==> config.mk <==
export PLATFORM = sky130hd
export DESIGN_NAME = brt_calc
export DESIGN_NICKNAME = d
export VERILOG_FILES = /design/src/rtl/brt_pkg.sv /design/src/rtl/brt_capture.sv /design/src/rtl/brt_target_calc.sv /design/src/rtl/brt_calc.sv
export SDC_FILE = /design/constraint.sdc
export NUM_CORES = 1
export LEC_CHECK = 0
export BUFFER_PORTS_ARGS = -buffer_cell sky130_fd_sc_hd__clkbuf_2
export CORE_MARGIN = 2
export CORE_UTILIZATION = 45
export CTS_BUF_LIST = sky130_fd_sc_hd__clkbuf_4
export CTS_CLUSTER_SIZE = 28
export DETAILED_ROUTE_END_ITERATION = 10
export GPL_ROUTABILITY_DRIVEN = 0
export GPL_TIMING_DRIVEN = 1
export PLACE_DENSITY_LB_ADDON = 0.15
export SYNTH_ARGS = -nofsm -noshare
export SYNTH_HDL_FRONTEND = slang
export SYNTH_SLANG_ARGS = --single-unit
==> constraint.sdc <==
create_clock -name clk -period 9.1 [get_ports clk]
set_input_delay 0.91 -clock clk [delete_from_list [all_inputs] [get_ports clk]]
set_output_delay 0.91 -clock clk [all_outputs]
set_load 0.02 [all_outputs]
==> src/rtl/brt_pkg.sv <==
package brt_pkg;
    localparam int ADDR_W = 16;
    localparam int BYTE_W = 8;
    localparam int LEN_W  = 2;
    localparam int SEG_W  = 12;

    typedef enum logic [1:0] {
        MODE_ABS12 = 2'd0,
        MODE_ABS16 = 2'd1,
        MODE_REL8  = 2'd2,
        MODE_REL16 = 2'd3
    } brt_mode_e;

    function automatic logic mode_needs_two(input brt_mode_e m);
        return (m != MODE_REL8);
    endfunction
endpackage

==> src/rtl/brt_capture.sv <==
module brt_capture
    import brt_pkg::*;
#(
    parameter int BW = BYTE_W
) (
    input  logic          clk,
    input  logic          rst_n,
    input  logic          start_i,
    input  logic          byte_valid_i,
    input  logic [BW-1:0] byte_i,
    input  logic          need_two_i,
    output logic [BW-1:0] first_o,
    output logic          final_o
);
    typedef struct packed {
        logic [BW-1:0] first;
        logic          have_one;
        logic          busy;
    } cap_st_t;

    cap_st_t st_d, st_q;
    logic    take;

    always_comb begin
        st_d    = st_q;
        take    = byte_valid_i && st_q.busy && !start_i;
        final_o = take && (!need_two_i || st_q.have_one);
        first_o = st_q.have_one ? st_q.first : byte_i;
        if (start_i) begin
            st_d.busy     = 1'b1;
            st_d.have_one = 1'b0;
            st_d.first    = '0;
        end else if (final_o) begin
            st_d.busy     = 1'b0;
            st_d.have_one = 1'b0;
        end else if (take) begin
            st_d.have_one = 1'b1;
            st_d.first    = byte_i;
        end
    end

    always_ff @(posedge clk) begin
        if (!rst_n) st_q <= '0;
        else        st_q <= st_d;
    end
endmodule

==> src/rtl/brt_target_calc.sv <==
module brt_target_calc
    import brt_pkg::*;
#(
    parameter int AW = ADDR_W,
    parameter int BW = BYTE_W,
    parameter int SW = SEG_W
) (
    input  brt_mode_e      mode_i,
    input  logic [AW-1:0]  next_pc_i,
    input  logic [BW-1:0]  first_i,
    input  logic [BW-1:0]  second_i,
    output logic [AW-1:0]  target_o
);
    localparam int HI_NIB = SW - BW;

    logic [AW-1:0] rel8_off;
    logic [AW-1:0] rel16_off;

    assign rel8_off  = {{(AW-BW){first_i[BW-1]}}, first_i};
    assign rel16_off = AW'({second_i, first_i});

    always_comb begin
        unique case (mode_i)
            MODE_ABS12: target_o = {next_pc_i[AW-1:SW], first_i[HI_NIB-1:0], second_i};
            MODE_ABS16: target_o = AW'({first_i, second_i});
            MODE_REL8:  target_o = next_pc_i + rel8_off;
            default:    target_o = next_pc_i + rel16_off;
        endcase
    end
endmodule

==> src/rtl/brt_calc.sv <==
module brt_calc
    import brt_pkg::*;
#(
    parameter int AW = ADDR_W,
    parameter int BW = BYTE_W,
    parameter int LW = LEN_W
) (
    input  logic          clk,
    input  logic          rst_n,
    input  logic          start_i,
    input  logic [AW-1:0] pc_i,
    input  logic [LW-1:0] len_i,
    input  logic [1:0]    mode_i,
    input  logic          byte_valid_i,
    input  logic [BW-1:0] byte_i,
    output logic [AW-1:0] target_o,
    output logic [AW-1:0] next_pc_o,
    output logic          target_valid_o
);
    typedef struct packed {
        logic [AW-1:0] pc;
        logic [LW-1:0] len;
        brt_mode_e     mode;
        logic [AW-1:0] tgt;
        logic          vld;
    } calc_st_t;

    calc_st_t      st_d, st_q;
    logic [BW-1:0] first_byte;
    logic          final_byte;
    logic [AW-1:0] nxt_pc;
    logic [AW-1:0] tgt_calc;
    brt_mode_e     mode_lat;

    assign nxt_pc   = st_q.pc + AW'(st_q.len);
    assign mode_lat = st_q.mode;

    brt_capture #(.BW(BW)) u_cap (
        .clk          (clk),
        .rst_n        (rst_n),
        .start_i      (start_i),
        .byte_valid_i (byte_valid_i),
        .byte_i       (byte_i),
        .need_two_i   (mode_needs_two(st_q.mode)),
        .first_o      (first_byte),
        .final_o      (final_byte)
    );

    brt_target_calc #(.AW(AW), .BW(BW)) u_tgt (
        .mode_i    (st_q.mode),
        .next_pc_i (nxt_pc),
        .first_i   (first_byte),
        .second_i  (byte_i),
        .target_o  (tgt_calc)
    );

    always_comb begin
        st_d     = st_q;
        st_d.vld = 1'b0;
        if (start_i) begin
            st_d.pc   = pc_i;
            st_d.len  = len_i;
            st_d.mode = brt_mode_e'(mode_i);
        end else if (final_byte) begin
            st_d.tgt = tgt_calc;
            st_d.vld = 1'b1;
        end
    end

    always_ff @(posedge clk) begin
        if (!rst_n) st_q <= '0;
        else        st_q <= st_d;
    end

    assign target_o       = st_q.tgt;
    assign next_pc_o      = nxt_pc;
    assign target_valid_o = st_q.vld;
endmodule

; Word-level counts from Yosys, hierarchy flattened
; Cells that the tools add are included.
[totals]
regBits = 47
input_bits = 32
output_inout_bits = 33
elab_cells = 34
[classes]
add_sub_neg = 3
n_eq_ne = 3
n_mux = 5
n_bitwise = 3
reduce_logical = 12
[op_table]
columns = operator, n
row1 = $pmux W16 S3, 1
row2 = $add A16 B16 Y16, 2
row3 = $add A16 B2 Y16, 1
row4 = $mux W8, 1
row5 = $reduce_and A2 Y1, 2
row6 = $logic_and A1 B1 Y1, 3
row7 = $mux W1, 3
row8 = $not A1 Y1, 3
row9 = $reduce_or A3 Y1, 1
row10 = $eq A2 B1 Y1 const B, 1
row11 = $eq A2 B2 Y1 const B, 1
row12 = $logic_not A1 Y1, 2
row13 = $logic_not A2 Y1, 1
row14 = $ne A2 B2 Y1 const B, 1
row15 = $reduce_bool A2 Y1, 1
row16 = $reduce_or A2 Y1, 1
row17 = $logic_or A1 B1 Y1, 1

; Logic depth before layout (Yosys ltp)
; Gate-level depths: netlist of run 1.
[depth]
depth_word = 6
depth_mapped = 13
ltp_nobuf = 13

; By module
; From an unflattened synthesis of run 1, not the netlist that was laid out.
[unflattened]
cells_unflattened = 405
hier_area_um2 = 3513.4
[by_module_without_submodules]
columns = module, n_inst, cells_each, area_each_um2, seq_area_each_um2
row1 = brt_calc, 1, 196, 1813.0, 740.7
row2 = brt_target_calc, 1, 152, 1108.6, 0.0
row3 = brt_capture, 1, 57, 591.8, 200.2

; Worst setup path after synthesis of run 1
; OpenSTA, ideal clock, no wires.
[synth_timing]
path_kind = register -> register
start = register st_q[19] (netlist bit)
end = register st_q (netlist bit target_o[15])
setup_time_ns = 0.125
t_arrival_ns = 3.175
required_ns = 8.975
path_slack_ns = 5.799
path_stages_with_launch = 13
path_buffers = 0
period_less_slack_ns = 3.301
cell_sequence = dfxtp_1 ha_1 fa_1 xor2_1 ha_1 o21ai_0 o21ba_2 o22ai_1 o31ai_1 a311oi_2 o41ai_2 xor2_1 o22ai_1
[synth_between]
elab_chain_cells = 3
word_cells_on_any_way = 4
classes_between = 3 x add/sub / 1 x mux
[synth_rtl]
columns = element, line_no
row1 = from (decl), brt_calc.sv:28  ; calc_st_t st_d, st_q;
row2 = from (signal assigned), brt_calc.sv:72  ; else st_q <= st_d;
row3 = $add A16 B2 Y16 *, brt_calc.sv:35  ; assign nxt_pc = st_q.pc + AW'(st_q.len);
row4 = named net next_pc_o[2], brt_calc.sv:17  ; output logic [AW-1:0] next_pc_o,
row5 = "$add A16 B16 Y16, on equally long branches", "brt_target_calc.sv:27, brt_target_calc.sv:26"
row6 = $pmux W16 S3 *, brt_target_calc.sv:23  ; unique case (mode_i)
; Mark *: on every way through the listed nets, which the timed path passes. The rest lies on a longest branch.
; A chain may end at the register's enable or synchronous reset.

; Worst setup path in the final report of run 1
[layout_timing]
start = register st_q (netlist bit mode_lat[1])
end = register st_q (netlist bit target_o[15])
[layout_between]
elab_chain_cells = 5
word_cells_on_any_way = 9
classes_between = 3 x eq/ne / 1 x mux / 5 x reduce/logical
[layout_rtl]
columns = element, line_no
row1 = $ne A2 B2 Y1, brt_pkg.sv:15  ; return (m != MODE_REL8);
row2 = $logic_not A1 Y1, brt_capture.sv:27  ; final_o = take && (!need_two_i || st_q.have_one);
row3 = $logic_or A1 B1 Y1, brt_capture.sv:27
row4 = $logic_and A1 B1 Y1, brt_capture.sv:27
row5 = $reduce_and A2 Y1 (no line), n/a
; Several ways; a longest one is shown, not always the timed one.

==> impl_metrics.csv, run 1 <==
group,metric,value,unit
layout,diodes,0,
clock_network,numCtsBuffers,5,
timing,skew,13.28,ps
clock_network,clkTransAtPathRegs,150,ps
die,io_pins,65,
timing,final_hold_viol_count,0,
worst_setup_path,endpoint_kind,"register",
clock_network,cts.sinks,47,
synth,avgSynthCellArea,8.888,um^2
synth,synthArstFlopShare,0,%
worst_setup_path,start_kind,"register",
synth,syn_nets,418,
routing,vias_per_cell,5.229,
global_routing,grt_pass1_vias,2434,
power_and_ir_drop,irDropWorstVdd,0.07671,mV
timing,max_clock_freq,244.4,MHz
timing,fin_crit,4091,ps
die,die_area,7966,um^2
layout,fin_cells,506,
synth,yosysMostFrequentCell,"nor2_1",
synth,ys.flop_type,"dfxtp_1",
routing,ant_nets,0,
routing,finalWirelength,7614,um
routing,vias,2646,
timing,max-slew-margin-rel,31.24,%
status,outcome,"completed",
placed_design,dp_hpwl,6017,um
power_and_ir_drop,total_power,0.0004837,W
global_routing,grt_max_degree,34,
timing,slew_viol_final,0,
worst_setup_path,worst_ep_required_time,9350,ps
die,die_h,89.26,um
timing,worst_pin_slew,1030,ps
power_and_ir_drop,seqPwrFrac,46.1,%
synth,synth_top_area_share,28.77,%
placed_design,io_buffers,64,
placed_design,dpl.cell_count,498,
synth,yosysSeqAreaShare,28.77,%
timing,fin_tns_setup,0,ps
timing,setup_ws,5009,ps
routing,wl_per_cell,15.05,um
flow_run,maxCapViolations,0,
routing,drtIter0Drc,117,
die,die_w,89.26,um
global_routing,grt_pass1_wl,12230,um
clock_network,postCtsHoldBufs,0,
timing,rsz0062_at_grt,"no",
placed_design,place_ws,5083,ps
die,core,7137,um^2
routing,remaining_drc_errors,0,
power_and_ir_drop,p_clk_share,27.1,%
layout,syn2layout_area_growth,9.755,%
power_and_ir_drop,p_switching,0.0001571,W
power_and_ir_drop,leakagePower,1.561,nW
synth,synth-seq-cells,47,
power_and_ir_drop,switching_share,32.47,%
worst_setup_path,crit_fanout,27,
power_and_ir_drop,p_int,0.0003266,W
clock_network,clk_latency,380,ps
timing,setup_viol,0,
worst_setup_path,path_class,"register to register",
hold_path,holdCritPathClass,"register to register",
clock_network,cts_tree,"built",
clock_network,cts_setup_buffers,0,
synth,ys.warnings.count,0,
synth,yosys.area.top_type,"dfxtp_1",
clock_network,cts_max_level,2,
layout,drive_gt1_share,24.57,%
power_and_ir_drop,pwr-share-comb,26.8,%
layout,finalNetCount,456,
routing,dr.pass1.iters,4,
synth,yosys-top-cells-count,"nor2_1, dfxtp_1, mux2i_1",
global_routing,track_usage,19.98,%
power_and_ir_drop,power.density,134.8,nW/um^2
clock_network,cts-root-buf,"clkbuf_4",
synth,synth_cell_types,56,
timing,fin_crit_sh,44.96,%
synth,synth_edf_count,0,
clock_network,cts_resized,0,
die,fp-row-count,31,
die,start_util,45.83,%
global_routing,gr-total-overflow,0,
synth,synth_top_cells_by_area,"dfxtp_1, mux2i_1, nor2_1",
synth,syn_area,3271,um^2
clock_network,clk_path_buf_depth,2,
global_routing,antenna_found_initial,0,
worst_setup_path,crit_arrival,4340,ps
synth,syn_inst,368,
## metrics by stage
| step | hold WS [ps] | area, um^2 | utilization, % |
|---|---|---|---|
| 3_5_place_dp | 447.1 | 3508 | 49.16 |
| 5_1_grt | 479.6 | 3590 | 50.30 |
| 3_3_place_gp | 442.0 | 3508 | 49.16 |
| 6_report | 464.0 | 3590 | 50.30 |
| 2_1_floorplan | 432.3 | 3271 | - |
| 4_1_cts | 467.9 | 3590 | 50.30 |
## placed cells by master (no fill, tap or decap), types with 4 or more instances in the layout
cell / netlist / layout
clkbuf_2: 1 / 64
nor2_1: 56 / 56
dfxtp_1: 47 / 47
mux2i_1: 37 / 37
xnor2_1: 19 / 19
ha_1: 16 / 16
nand2_1: 15 / 15
a21oi_1: 13 / 13
nand3_1: 11 / 11
xor2_1: 9 / 9
o21a_1: 9 / 9
o21ai_0: 9 / 9
a211oi_1: 9 / 9
inv_1: 8 / 8
mux2_2: 8 / 8
a21o_1: 5 / 5
nand2b_1: 5 / 5
or2_2: 5 / 5
nor3_1: 5 / 5
clkbuf_4: 0 / 5
a31oi_1: 4 / 4
o211ai_1: 4 / 4
## cell families after synthesis
kind of cell / Yosys count / synth area share, %
AOI/OAI and AO/OA: 74 / 17.52
xor gates and xnor gates: 29 / 8.187
adders and majority gates: 19 / 7.651
buffers and inverters: 42 / 7.460
DFF: 47 / 28.77
muxes: 45 / 14.08
and+or+nand+nor: 112 / 16.33
## layout make-up
type                    instances  area (um^2)
well taps                      99        123.9
fillers                       751         3547
inverters                       8        30.03
flip-flops and latches         47        940.9
clock buffers                   5        37.54
multi-input cells             279         2086
repair buffers                 65        327.8
clock inverters                 3        43.79
## flip-flops by register name, indices dropped and copies added, names as in the netlist
signal,flops
mode_lat,2
st_q,18
target_o,16
u_cap.st_q,10
target_valid_o,1
## layer usage
metal  routed length (um)  track usage (%)
met3                  317            2.862
met2                 3467            33.00
met1                 3726            27.12
met5                    0                0
met4                  103            5.834
## worst max-delay path: stages, from the launching register on
cell,delay (ps)
dfxtp_1,1000
nor2b_1,840
nand2_1,350
o21a_1,200
ha_1,360
o211ai_1,120
o41ai_2,310
a311oi_2,110
o41ai_2,370
xor2_1,200
o22ai_1,90
## worst paths after layout
| path | depth (start not counted) | endpoint | from | slack [ps] |
|---|---|---|---|---|
| worst max-delay path | 10 | target_o[15]$_SDFFE_PN0P_ | mode_lat[1]$_SDFFE_PN0P_ | 5010 |
| worst min-delay path | 2 | target_o[2]$_SDFFE_PN0P_ | target_o[2]$_SDFFE_PN0P_ | 460 |
| worst max register to register | 10 | target_o[15]$_SDFFE_PN0P_ | mode_lat[1]$_SDFFE_PN0P_ | 5010 |
| worst min register to register | 2 | target_o[2]$_SDFFE_PN0P_ | target_o[2]$_SDFFE_PN0P_ | 460 |
## power by group through the flow
stage | combinational [W] | sequential, W | clock (W)
2_1_floorplan | 0.000101 | 0.000222 | 0
3_5_place_dp | 0.000129 | 0.000228 | 0
3_3_place_gp | 0.000127 | 0.000227 | 0
5_1_grt | 0.000143 | 0.000225 | 0.000145
4_1_cts | 0.000130 | 0.000223 | 0.000137
6_report | 0.000130 | 0.000223 | 0.000131
(Power assumes the default switching activity.)
==> run 2, diff against run 1 <==
==> constraint.sdc (replaced) <==
create_clock -name clk -period 4.13 [get_ports clk]
set_input_delay 0.413 -clock clk [delete_from_list [all_inputs] [get_ports clk]]
set_output_delay 0.413 -clock clk [all_outputs]
set_load 0.02 [all_outputs]
==> run 2 against run 1 <==
Core utilization down 0.12 points. Combinational power increased by 120%. Clock skew grew 8.3 ps. Final cell count is 0.40% higher. Maximum frequency up 17%. Largest power group unchanged.
==> impl_metrics.csv, run 2 (synthesis results as in run 1) <==
group,metric,value,unit
status,outcome,"completed",
timing,worst_pin_slew,1215,ps
worst_setup_path,cp_slowest_cell,"o31ai_1",
die,die_h,89.26,um
hold_path,holdCritPathClass,"input pin to register",
worst_setup_path,rrSetupSlack,650,ps
placed_design,io_buffers,64,
layout,diodes,0,
timing,fin_tns_setup,0,ps
global_routing,antenna_found_initial,0,
die,die_w,89.26,um
die,fp-row-count,31,
worst_setup_path,endpoint_kind,"register",
timing,max_clock_freq,287.2,MHz
timing,fin_crit_sh,84.31,%
die,die_area,7966,um^2
power_and_ir_drop,p_int,0.0006667,W
power_and_ir_drop,pwr-share-comb,29.0,%
placed_design,dp_hpwl,6091,um
power_and_ir_drop,irDropWorstVdd,0.1477,mV
clock_network,postCtsHoldBufs,0,
clock_network,cts_max_level,2,
clock_network,numCtsBuffers,5,
power_and_ir_drop,seqPwrFrac,48.4,%
worst_setup_path,start_kind,"register",
worst_setup_path,crit_fanout,4,
timing,slew_viol_final,0,
die,io_pins,65,
routing,ant_nets,0,
layout,regMostFlops,"st_q",
clock_network,clkTransAtPathRegs,150,ps
power_and_ir_drop,leakagePower,1.558,nW
routing,vias_per_cell,5.248,
power_and_ir_drop,switching_share,33.70,%
clock_network,cts_resized,0,
power_and_ir_drop,p_switching,0.0003389,W
timing,rsz0062_at_grt,"no",
routing,vias,2666,
die,start_util,45.83,%
clock_network,cts-root-buf,"clkbuf_4",
layout,drive_gt1_share,24.94,%
worst_setup_path,critical-path-max-stage-delay,460,ps
global_routing,grt_pass1_vias,2357,
layout,syn2layout_area_growth,9.487,%
clock_network,cts_tree,"built",
layout,fin_cells,508,
placed_design,dpl.cell_count,500,
clock_network,cts.sinks,47,
layout,mostFrequentLayoutCells,"clkbuf_2, nor2_1, dfxtp_1",
worst_setup_path,path_cells,"ha_1 > fa_1 > xor2_1 > ha_1 > o21ai_0 > o21ba_2 > o22ai_1 > o31ai_1 > a311oi_2 > o41ai_2 > xor2_1 > o22ai_1",
timing,fin_crit,3482,ps
routing,finalWirelength,7675,um
timing,max-slew-margin-rel,18.35,%
routing,dr.pass1.iters,4,
layout,largest_register_ffs,18,
global_routing,grt_pass1_wl,12140,um
layout,finalNetCount,458,
clock_network,cts_setup_buffers,0,
layout,mostFrequentLayoutCell,"clkbuf_2",
routing,drtIter0Drc,101,
timing,final_hold_viol_count,0,
clock_network,clk_path_buf_depth,2,
timing,setup_viol,0,
global_routing,track_usage,19.89,%
worst_setup_path,worst_ep_required_time,4380,ps
routing,remaining_drc_errors,0,
die,core,7137,um^2
global_routing,gr-total-overflow,0,
flow_run,maxCapViolations,0,
routing,wl_per_cell,15.11,um
global_routing,grt_max_degree,34,
worst_setup_path,crit_arrival,3730,ps
timing,skew,21.56,ps
worst_setup_path,path_class,"register to register",
clock_network,clk_latency,380,ps
power_and_ir_drop,p_clk_share,22.5,%
power_and_ir_drop,power.density,280.8,nW/um^2
run 2: cell count changes in the layout (fill, tap and decap cells not counted):
cell and delta:
bufinv_16 -1, clkinv_4 -1, buf_4 +2, clkinvlp_4 +1, clkbuf_4 +1
run 2: cell type report:
| class | instances | area (um^2) |
|---|---|---|
| tap | 99 | 123.9 |
| inverter | 8 | 30.03 |
| fill | 710 | 3556 |
| clock buffer | 6 | 45.04 |
| clock inverter | 2 | 12.51 |
| sequential | 47 | 940.9 |
| timing repair buffer | 67 | 342.8 |
| multi-input combinational | 279 | 2086 |
run 2: per-stage QoR:
step                      cell area [um^2]  setup slack [ps]  utilization [%]  power (W)  hold WS (ps)
after floorplan                       3271             829.2                -  0.0007133         432.3
after global placement                3523             734.9            49.37  0.0007856         440.4
after detailed placement              3523             620.4            49.37  0.0007891         448.2
after CTS                             3581             621.8            50.18   0.001014         268.8
after global routing                  3581             466.4            50.18   0.001063         276.7
final                                 3581             647.9            50.18   0.001006         279.9
run 2: power by group through the flow:
| stage | Combinational [W] | Clock, W | Sequential (W) |
|---|---|---|---|
| 5_1_grt | 0.000321 | 0.000252 | 0.000490 |
| 4_1_cts | 0.000294 | 0.000233 | 0.000487 |
| 3_3_place_gp | 0.000290 | 0 | 0.000496 |
| 3_5_place_dp | 0.000292 | 0 | 0.000497 |
| 2_1_floorplan | 0.000223 | 0 | 0.000490 |
| 6_report | 0.000292 | 0.000227 | 0.000487 |
run 2: metal layers:
metal	up-vias	routed length (um)	part of all wire, %	track usage, %
met5	-	0	0	0
li1	1375	-	-	-
met2	57	3460	45	31.85
met1	1228	3829	50	28.02
met4	0	61	0.79	4.071
met3	6	324	4.2	3.786
run 2: final timing paths:
kind                                               start                   endpoint  cells past startpoint
worst max register to register     st_q[19]$_SDFFE_PN0P_  target_o[15]$_SDFFE_PN0P_                     12
worst min-delay path                           mode_i[0]   mode_lat[0]$_SDFFE_PN0P_                      3
worst min register to register  target_o[8]$_SDFFE_PN0P_   target_o[8]$_SDFFE_PN0P_                      2
worst max-delay path               st_q[19]$_SDFFE_PN0P_  target_o[15]$_SDFFE_PN0P_                     12
run 2: critical path, delay by kind of cell (launching register included):
| kind | cells | cell delay [ps] |
|---|---|---|
| AO/OA/AOI/OAI | 7 | 1620 |
| XOR/XNOR | 2 | 370 |
| adder cells (fa/ha/maj) | 3 | 1040 |
| flip-flops | 1 | 340 |
==> run 3, diff against run 2 <==
==> constraint.sdc (replaced) <==
create_clock -name clk -period 3.6 [get_ports clk]
set_input_delay 0.36 -clock clk [delete_from_list [all_inputs] [get_ports clk]]
set_output_delay 0.36 -clock clk [all_outputs]
set_load 0.02 [all_outputs]
==> run 3 against run 2 <==
Critical path depth up 1. Total power rose by 29%. Sequential cell count is the same. Global-route usage increased by 0.85 points. Register-to-register slack worse by 350 ps. Clock skew down 1.7 ps. Die area unchanged. First-iteration DRC count is 22% lower. Final cell count increased by 0.39%. Combinational power increased by 16%. Highest routed layer unchanged.
==> impl_metrics.csv, run 3 (synthesis results as in run 1) <==
group,metric,value,unit
worst_setup_path,critPathMostFrequentCell,"ha_1",
die,die_area,7966,um^2
clock_network,clkTransAtPathRegs,150,ps
clock_network,cts-root-buf,"clkbuf_4",
die,core,7137,um^2
worst_setup_path,worstSetupStartpoint,"st_q[19]$_SDFFE_PN0P_",
power_and_ir_drop,switching_share,30.14,%
clock_network,cts_max_level,2,
timing,fin_tns_setup,0,ps
clock_network,cts.sinks,47,
timing,final_hold_viol_count,0,
routing,wl_per_cell,15.52,um
placed_design,dp_hpwl,6350,um
worst_setup_path,path_class,"register to register",
hold_path,holdCritPathClass,"input pin to register",
routing,dr.pass1.iters,4,
die,die_h,89.26,um
worst_setup_path,cp_slowest_cell,"fa_1",
worst_setup_path,crit_fanout,4,
power_and_ir_drop,power.density,356.5,nW/um^2
layout,finalNetCount,460,
timing,rsz0062_at_grt,"no",
power_and_ir_drop,leakagePower,1.593,nW
layout,drive_gt1_share,25.30,%
placed_design,place_ws,329.0,ps
timing,fin_crit,3306,ps
die,fp-row-count,31,
worst_setup_path,start_kind,"register",
global_routing,gr-total-overflow,0,
timing,slew_viol_final,0,
power_and_ir_drop,irDropWorstVdd,0.1702,mV
global_routing,grt_max_degree,34,
clock_network,clk_latency,370,ps
routing,vias,2703,
layout,mostFrequentLayoutCell,"clkbuf_2",
layout,fillers,737,
worst_setup_path,worst_ep_required_time,3890,ps
timing,max-slew-margin-rel,29.28,%
routing,ant_nets,0,
global_routing,grt_pass1_wl,12610,um
layout,syn2layout_area_growth,11.40,%
layout,mostFrequentLayoutCells,"clkbuf_2, nor2_1, dfxtp_1",
worst_setup_path,endpoint_kind,"register",
routing,vias_per_cell,5.300,
hold_path,hp-start,"pc_i[9]",
flow_run,maxCapViolations,0,
layout,regMostFlops,"st_q",
power_and_ir_drop,pwr-share-comb,26.2,%
clock_network,postCtsHoldBufs,0,
clock_network,numCtsBuffers,5,
worst_setup_path,critical-path-max-stage-delay,440,ps
timing,skew,19.85,ps
die,die_w,89.26,um
clock_network,cts_resized,0,
worst_setup_path,crit_arrival,3600,ps
global_routing,grt_pass1_vias,2492,
clock_network,cts_tree,"built",
status,outcome,"completed",
routing,remaining_drc_errors,0,
die,io_pins,65,
clock_network,clk_path_buf_depth,2,
power_and_ir_drop,p_switching,0.0003916,W
global_routing,antenna_found_initial,0,
worst_setup_path,path_cells,"ha_1 > fa_1 > xor2_1 > ha_1 > o21ai_0 > o21ba_2 > o22ai_1 > o31ai_1 > buf_4 > maj3_1 > xnor2_1 > nand2_1 > a311oi_1",
routing,drtIter0Drc,79,
routing,finalWirelength,7915,um
clock_network,cts_setup_buffers,0,
die,start_util,45.83,%
global_routing,track_usage,20.74,%
worst_setup_path,reg2reg_from,"st_q[19]$_SDFFE_PN0P_",
timing,setup_ws,293.8,ps
timing,setup_viol,0,
power_and_ir_drop,seqPwrFrac,43.0,%
timing,worst_pin_slew,1060,ps
layout,largest_register_ffs,18,
timing,max_clock_freq,302.5,MHz
timing,fin_crit_sh,91.84,%
power_and_ir_drop,p_int,0.0009075,W
layout,diodes,0,
placed_design,io_buffers,64,
power_and_ir_drop,p_clk_share,30.8,%
run 3: changes by cell type in the layout (fill, tap and decap cells not counted):
cell	previous run	this run
clkinv_2	1	0
buf_4	3	5
bufinv_16	0	2
clkinvlp_4	1	0
run 3: stage by stage:
stage                     cell area, um^2  instances  hold slack, ps  utilization (%)  total power (W)
final                                3643        510           225.4            51.05         0.001299
after CTS                            3643        510           211.1            51.05         0.001310
after floorplan                      3271        368           432.3                -        0.0008183
after global placement               3538        502           443.8            49.58        0.0009046
after global routing                 3643        510           202.7            51.05         0.001368
after detailed placement             3538        502           453.1            49.58        0.0009089
run 3: cell type report:
| type | count | area [um^2] | share of cell area, % |
|---|---|---|---|
| multi-input cells | 279 | 2086 | 57.25 |
| flip-flops and latches | 47 | 940.9 | 25.82 |
| repair buffers | 69 | 357.8 | 9.821 |
| well taps | 99 | 123.9 | 3.400 |
| clock inverters | 2 | 60.06 | 1.648 |
| clock buffers | 6 | 45.04 | 1.236 |
| inverters | 8 | 30.03 | 0.8242 |
run 3: per-layer routing:
metal / vias to the layer above / routed length (um) / global-route usage [%]
met5: - / 0 / 0
met4: 0 / 116 / 5.699
met3: 8 / 360 / 4.063
met2: 61 / 3641 / 33.74
met1: 1247 / 3797 / 28.09
li1: 1387 / - / -
run 3: worst paths after layout:
path | end | slack [ps] | depth (start not counted)
worst min register to register | target_o[2]$_SDFFE_PN0P_ | 470 | 2
worst min-delay path | st_q[30]$_SDFFE_PN0P_ | 230 | 3
worst max register to register | target_o[9]$_SDFFE_PN0P_ | 290 | 13
worst max-delay path | target_o[9]$_SDFFE_PN0P_ | 290 | 13
run 3: power groups by stage:
stage / Combinational (W) / Sequential, W / Clock [W]
3_5_place_dp: 0.000339 / 0.000570 / 0
2_1_floorplan: 0.000256 / 0.000562 / 0
4_1_cts: 0.000341 / 0.000558 / 0.000410
6_report: 0.000340 / 0.000558 / 0.000401
5_1_grt: 0.000372 / 0.000562 / 0.000433
3_3_place_gp: 0.000335 / 0.000569 / 0
run 3: worst max-delay path: cells and delay by family, from the launching register on:
kind                       cells  cell delay [ps]
DFF                            1              340
AOI/OAI and AO/OA              5              970
xor gates and xnor gates       2              320
buffers and inverters          1              150
adders and majority gates      4             1410
and+or+nand+nor                1               60
